[config.mk]
export PLATFORM = sky130hd
export DESIGN_NAME = pwm_xfer_ctl
export DESIGN_NICKNAME = d
export VERILOG_FILES = /design/src/rtl/pwm_xfer_pkg.sv /design/src/rtl/pwm_trig_src.sv /design/src/rtl/pwm_fall_det.sv /design/src/rtl/pwm_mode_reg.sv /design/src/rtl/pwm_xfer_seq.sv /design/src/rtl/pwm_xfer_ctl.sv
export SDC_FILE = /design/constraint.sdc
export NUM_CORES = 1
export LEC_CHECK = 0
export ABC_AREA = 1
export BUFFER_PORTS_ARGS = -buffer_cell sky130_fd_sc_hd__buf_4
export CAP_MARGIN = 20
export CORE_AREA = 4 4 41 43
export DETAILED_ROUTE_END_ITERATION = 12
export DIE_AREA = 0 0 45 47
export PLACE_DENSITY = 0.62
export SETUP_SLACK_MARGIN = 0.4
export SLEW_MARGIN = 0
export SYNTH_ARGS = -nofsm -noshare
export SYNTH_HDL_FRONTEND = slang
export SYNTH_HIERARCHICAL = 1
export SYNTH_SLANG_ARGS = --single-unit
[constraint.sdc]
create_clock -name clk -period 1.3 [get_ports clk]
set_clock_uncertainty 0.2 [all_clocks]
set_input_delay 0.195 -clock clk [delete_from_list [all_inputs] [get_ports clk]]
set_output_delay 0.195 -clock clk [all_outputs]
set_load 0.05 [all_outputs]
[src/rtl/pwm_xfer_pkg.sv]
package pwm_xfer_pkg;
  typedef enum logic {
    MOD_TRI = 1'b0,
    MOD_SAW = 1'b1
  } mod_e;

  function automatic logic saw_allowed(input logic mode1, input logic reload_alt);
    return !mode1 && !reload_alt;
  endfunction
endpackage

[src/rtl/pwm_trig_src.sv]
module pwm_trig_src (
  input  logic ctl_we,
  input  logic ctl_swtrig,
  input  logic carr_we,
  input  logic cfg_wtrig_en,
  input  logic carr_uf,
  output logic trig
);
  logic sw_hit;
  logic wr_hit;

  always_comb begin
    sw_hit = ctl_we && ctl_swtrig;
    wr_hit = carr_we && cfg_wtrig_en;
    trig   = carr_uf || sw_hit || wr_hit;
  end
endmodule

[src/rtl/pwm_fall_det.sv]
module pwm_fall_det #(
  parameter int NPH = 3
) (
  input  logic           clk,
  input  logic           rst_n,
  input  logic [NPH-1:0] os_in,
  output logic           fall_any
);
  logic [NPH-1:0] prev_q;
  logic [NPH-1:0] prev_d;
  logic [NPH-1:0] fall;

  genvar g;
  generate
    for (g = 0; g < NPH; g++) begin : g_ph
      always_comb begin
        fall[g]   = prev_q[g] && !os_in[g];
        prev_d[g] = os_in[g];
      end
    end
  endgenerate

  always_comb fall_any = |fall;

  always_ff @(posedge clk or negedge rst_n) begin
    if (!rst_n) prev_q <= '0;
    else        prev_q <= prev_d;
  end
endmodule

[src/rtl/pwm_mode_reg.sv]
module pwm_mode_reg
  import pwm_xfer_pkg::*;
(
  input  logic clk,
  input  logic rst_n,
  input  logic ctl_we,
  input  logic ctl_saw,
  input  logic cfg_mode1,
  input  logic cfg_reload_alt,
  output mod_e mode
);
  mod_e mode_q;
  mod_e mode_d;
  logic mode_en;

  always_comb begin
    mode_en = 1'b0;
    mode_d  = mode_q;
    if (!saw_allowed(cfg_mode1, cfg_reload_alt)) begin
      mode_en = 1'b1;
      mode_d  = MOD_TRI;
    end else if (ctl_we) begin
      mode_en = 1'b1;
      mode_d  = ctl_saw ? MOD_SAW : MOD_TRI;
    end
  end

  always_ff @(posedge clk or negedge rst_n) begin
    if (!rst_n)       mode_q <= MOD_TRI;
    else if (mode_en) mode_q <= mode_d;
  end

  always_comb mode = mode_q;

  assert_saw_reject_R8: assert property (@(posedge clk) disable iff (!rst_n)
    $past(cfg_mode1 || cfg_reload_alt) |-> (mode_q == MOD_TRI));
endmodule

[src/rtl/pwm_xfer_seq.sv]
module pwm_xfer_seq
  import pwm_xfer_pkg::*;
#(
  parameter int NSTG = 2
) (
  input  logic            clk,
  input  logic            rst_n,
  input  logic            trig,
  input  logic [NSTG-1:0] stg_we,
  input  mod_e            mode,
  output logic            load_q,
  output logic            pend_q
);
  logic stg_any;
  logic load_d;
  logic pend_d;

  always_comb begin
    stg_any = |stg_we;
    load_d  = trig && ((mode == MOD_SAW) || pend_q || stg_any);
    if (load_d) pend_d = 1'b0;
    else        pend_d = pend_q || stg_any;
  end

  always_ff @(posedge clk or negedge rst_n) begin
    if (!rst_n) begin
      load_q <= 1'b0;
      pend_q <= 1'b0;
    end else begin
      load_q <= load_d;
      pend_q <= pend_d;
    end
  end

  assert_tri_needs_write_R4: assert property (@(posedge clk) disable iff (!rst_n)
    (load_q && $past(mode == MOD_TRI)) |-> ($past(pend_q) || $past(|stg_we)));
  assert_saw_every_trig_R5: assert property (@(posedge clk) disable iff (!rst_n)
    $past(trig && (mode == MOD_SAW)) |-> load_q);
  assert_pend_set_R9: assert property (@(posedge clk) disable iff (!rst_n)
    $past(|stg_we) |-> (pend_q || load_q));
  assert_pend_clear_R10: assert property (@(posedge clk) disable iff (!rst_n)
    load_q |-> !pend_q);
endmodule

[src/rtl/pwm_xfer_ctl.sv]
module pwm_xfer_ctl
  import pwm_xfer_pkg::*;
#(
  parameter int NSTG = 2,
  parameter int NPH  = 3
) (
  input  logic            clk,
  input  logic            rst_n,
  input  logic            cfg_mode1,
  input  logic            cfg_reload_alt,
  input  logic            cfg_wtrig_en,
  input  logic            ctl_we,
  input  logic            ctl_saw,
  input  logic            ctl_swtrig,
  input  logic [NSTG-1:0] stg_we,
  input  logic            carr_we,
  input  logic            carr_uf,
  input  logic [NPH-1:0]  os_pulse,
  output logic            load_stb,
  output logic            dt_trig,
  output logic            xfer_pend,
  output logic [1:0]      rd_ctl
);
  logic trig;
  logic fall_any;
  mod_e mode;
  logic dt_d;
  logic dt_q;

  pwm_trig_src i_trig (
    .ctl_we       (ctl_we),
    .ctl_swtrig   (ctl_swtrig),
    .carr_we      (carr_we),
    .cfg_wtrig_en (cfg_wtrig_en),
    .carr_uf      (carr_uf),
    .trig         (trig)
  );

  pwm_fall_det #(.NPH(NPH)) i_fall (
    .clk      (clk),
    .rst_n    (rst_n),
    .os_in    (os_pulse),
    .fall_any (fall_any)
  );

  pwm_mode_reg i_mode (
    .clk            (clk),
    .rst_n          (rst_n),
    .ctl_we         (ctl_we),
    .ctl_saw        (ctl_saw),
    .cfg_mode1      (cfg_mode1),
    .cfg_reload_alt (cfg_reload_alt),
    .mode           (mode)
  );

  pwm_xfer_seq #(.NSTG(NSTG)) i_seq (
    .clk    (clk),
    .rst_n  (rst_n),
    .trig   (trig),
    .stg_we (stg_we),
    .mode   (mode),
    .load_q (load_stb),
    .pend_q (xfer_pend)
  );

  always_comb dt_d = fall_any || ((mode == MOD_SAW) && trig);

  always_ff @(posedge clk or negedge rst_n) begin
    if (!rst_n) dt_q <= 1'b0;
    else        dt_q <= dt_d;
  end

  always_comb begin
    dt_trig = dt_q;
    rd_ctl  = {1'b0, mode == MOD_SAW};
  end

  assert_dt_source_R6: assert property (@(posedge clk) disable iff (!rst_n)
    dt_trig |-> $past(fall_any || ((mode == MOD_SAW) && trig)));
  assert_saw_dt_R7: assert property (@(posedge clk) disable iff (!rst_n)
    $past((mode == MOD_SAW) && trig) |-> dt_trig);
  assert_sw_reads_zero_R3: assert property (@(posedge clk) disable iff (!rst_n)
    rd_ctl[1] == 1'b0);
  assert_trig_source_R2: assert property (@(posedge clk) disable iff (!rst_n)
    load_stb |-> $past(carr_uf || (ctl_we && ctl_swtrig) || (carr_we && cfg_wtrig_en)));
endmodule

==> impl_metrics.json <==
{
  "grt_use_met3": 0.0728,
  "synthXorXnorAreaFrac": 0,
  "drc": 0,
  "grt_util_all_layers": 0.0684,
  "synthMuxAreaShare": 0,
  "min_period_ns": 1.20,
  "ys_seq_area_frac": 0.558,
  "maxCapViolCount": 0,
  "cts_inserted_buffers": 3,
  "area_delta_synth_final_pct": 85.7,
  "clkTransAtPathRegs_ns": 0.05,
  "worstSetupEndpointType": "output pin",
  "vias": 298,
  "worstSetupPathType": "flip-flop to output pin",
  "synth_fa_ha_area_frac": 0,
  "die_x_um": 45,
  "yosysTopAreaCell": "dfrtp_1",
  "avgSynthCellArea_sq_um": 8.72,
  "grt_max_degree": 8,
  "cts_tree": "built",
  "syn_inst": 36,
  "power_density_mw_per_mm2": 1010,
  "setup_viol": 0,
  "drtPass1Iterations": 2,
  "min_period_over_period": 0.926,
  "grt_antenna_before_repair": 0,
  "drv_slew": 0,
  "synthTopCellsByArea": "dfrtp_1 56%, nand2_1 11%, inv_1 9.6%",
  "synthTopCellsByCount": "9 x nand2_1, 8 x inv_1, 7 x dfrtp_1",
  "io_pins": 20,
  "crit_family": "flip-flops",
  "async_reset_ff_frac": 1.00,
  "synth_edf_count": 0,
  "cp_data_arrival_time_ns": 0.81,
  "start_util": 0.241,
  "crit_required_ns": 0.90,
  "clockBufferDepth": 2,
  "status": "finished with violations",
  "rsz0062_at_grt": "yes",
  "h-tree-depth": 1,
  "utilization": 0.448,
  "ys.flop_type": "dfrtp_1",
  "synth.most_common_cell": "nand2_1",
  "synthSimpleGateAreaFrac": 0.231,
  "path_cells": "buf_6",
  "antenna_cells": 0,
  "coreArea_sq_mm": 0.00130,
  "ys_ff_latch": 7,
  "layout.nets": 79,
  "synth_fp_nets": 51,
  "worst-path-stages": 1,
  "grt_pass1_vias": 248,
  "portBuffers": 18,
  "via_per_inst": 3.82,
  "die_area_sq_mm": 0.00212,
  "rr_worst_depth": 4,
  "fmax_mhz": 831,
  "holdWs_ns": -0.0118,
  "cts-root-buf": "clkbuf_4",
  "synth_area_sq_um": 314,
  "rows": 13,
  "cp-start-kind": "flip-flop",
  "ys_types": 10,
  "worst-path-max-fanout": 2,
  "drtAntennaViolNets": 0,
  "die_y_um": 47,
  "drive_gt1_frac": 0.556,
  "drt-total-wl_um": 660,
  "top_usage_layer": "met2",
  "hold_depth": 4,
  "wl_per_cell_um": 8.46,
  "drt_iter0_markers": 3,
  "final.setup.tns_ns": 0,
  "critPathBufInv": 1,
  "max-vdd-ir-drop_v": 0.000532,
  "grt-ovfl-total": 0,
  "hold_viol": 1,
  "hold_class": "input port to flip-flop",
  "yosys_warnings": 6,
  "cpPeakStageDelay_ns": 0.41,
  "grt_first_pass_wirelength_um": 924,
  "clkSinkCount": 7,
  "synth_top_area_frac": 0.558,
  "synth-compound-area-share": 0.0558,
  "use_met2": 0.110,
  "synth_top_family_by_area": "simple AND/OR/NAND/NOR gates",
  "use_met1": 0.0580,
  "dp_hpwl_um": 508,
  "cpMaxStageDelayCell": "dfrtp_2",
  "clock_latency_ns": 0.25,
  "leakage_nw": 0.310,
  "gp_congestion": 0.601,
  "violations": "hold timing"
}
## timing repair
action / 4_1_cts / 5_1_grt
hold buffers: 1 / 3
hold endpoints to repair: 12 / 4
setup buffers: 2 / 1
pin swaps: 0 / 0
resized for setup: 6 / 4
endpoints found under the setup margin: 6 / 8
## through the flow
stage | hold slack [ns] | setup WS [ns] | power, mW | cell area (sq um) | std cells
final | -0.0118 | 0.0962 | 0.586 | 583 | 78
after global routing | -0.0194 | 0.0463 | 0.632 | 583 | 78
after CTS | -0.149 | 0.0964 | 0.585 | 533 | 74
after detailed placement | -0.188 | 0.304 | 0.368 | 459 | 67
after global placement | -0.190 | 0.307 | 0.366 | 459 | 67
after floorplan | -0.301 | 0.302 | 0.316 | 324 | 36
## placed cells by master (no fill, tap or decap), drive strengths merged
| master | count |
|---|---|
| inv | 8 |
| dfrtp | 7 |
| clkbuf | 4 |
| nor2 | 5 |
| a21oi | 2 |
| nand3 | 2 |
| nand2 | 9 |
| conb | 1 |
| buf | 21 |
| dlygate4sd3 | 4 |
## final timing paths
check	from	endpoint	slack [ns]
setup / recovery	i_seq/pend_q$_DFF_PN0_	xfer_pend	0.1
hold / removal	cfg_reload_alt	i_mode/mode$_DFFE_PN0P_	-0.01
setup reg to reg	i_mode/mode$_DFFE_PN0P_	i_seq/load_q$_DFF_PN0_	0.20
hold reg to reg	i_fall/prev_q[0]$_DFF_PN0_	dt_trig$_DFF_PN0_	0.34
max in group asynchronous	rst_n	i_seq/load_q$_DFF_PN0_	0.68
min in group asynchronous	rst_n	i_fall/prev_q[2]$_DFF_PN0_	0.10
## area by class of cell
class                      instances  area [sq um]
fill                             140           718
timing repair buffer              25           220
sequential                         7           179
multi-input combinational         19           109
inverter                           8          30.0
clock buffer                       4          26.3
tap                               15          18.8
## state kept, by name, summed over array words and instances (netlist names)
| register | flops |
|---|---|
| i_seq/pend_q | 1 |
| i_fall/prev_q | 3 |
| i_mode/mode | 1 |
| dt_trig | 1 |
| i_seq/load_q | 1 |
## report_power, final
part | internal, mW | switching [mW]
registers | 0.234 | 0.00657
clock network | 0.117 | 0.0743
logic | 0.0752 | 0.0794
## worst min-delay path: cells and delay by family
kind	cells	cell delay [ns]
buffers and inverters	1	0.08
AND/OR/NAND/NOR	3	0.12
## metal layers
layer | share of wire | vias up
met4 | 0 | 0
met3 | 0.11 | 0
met5 | 0 | -
li1 | - | 155
met1 | 0.35 | 131
met2 | 0.54 | 12
## logic make-up (layout without fill, tap and decap cells)
family / after synthesis / count (layout)
DFF: 7 / 7
and+or+nand+nor: 16 / 16
buffers and inverters: 10 / 37
other: 1 / 1
AOI/OAI and AO/OA: 2 / 2
No activity file was read; power rests on OpenSTA's default activity.
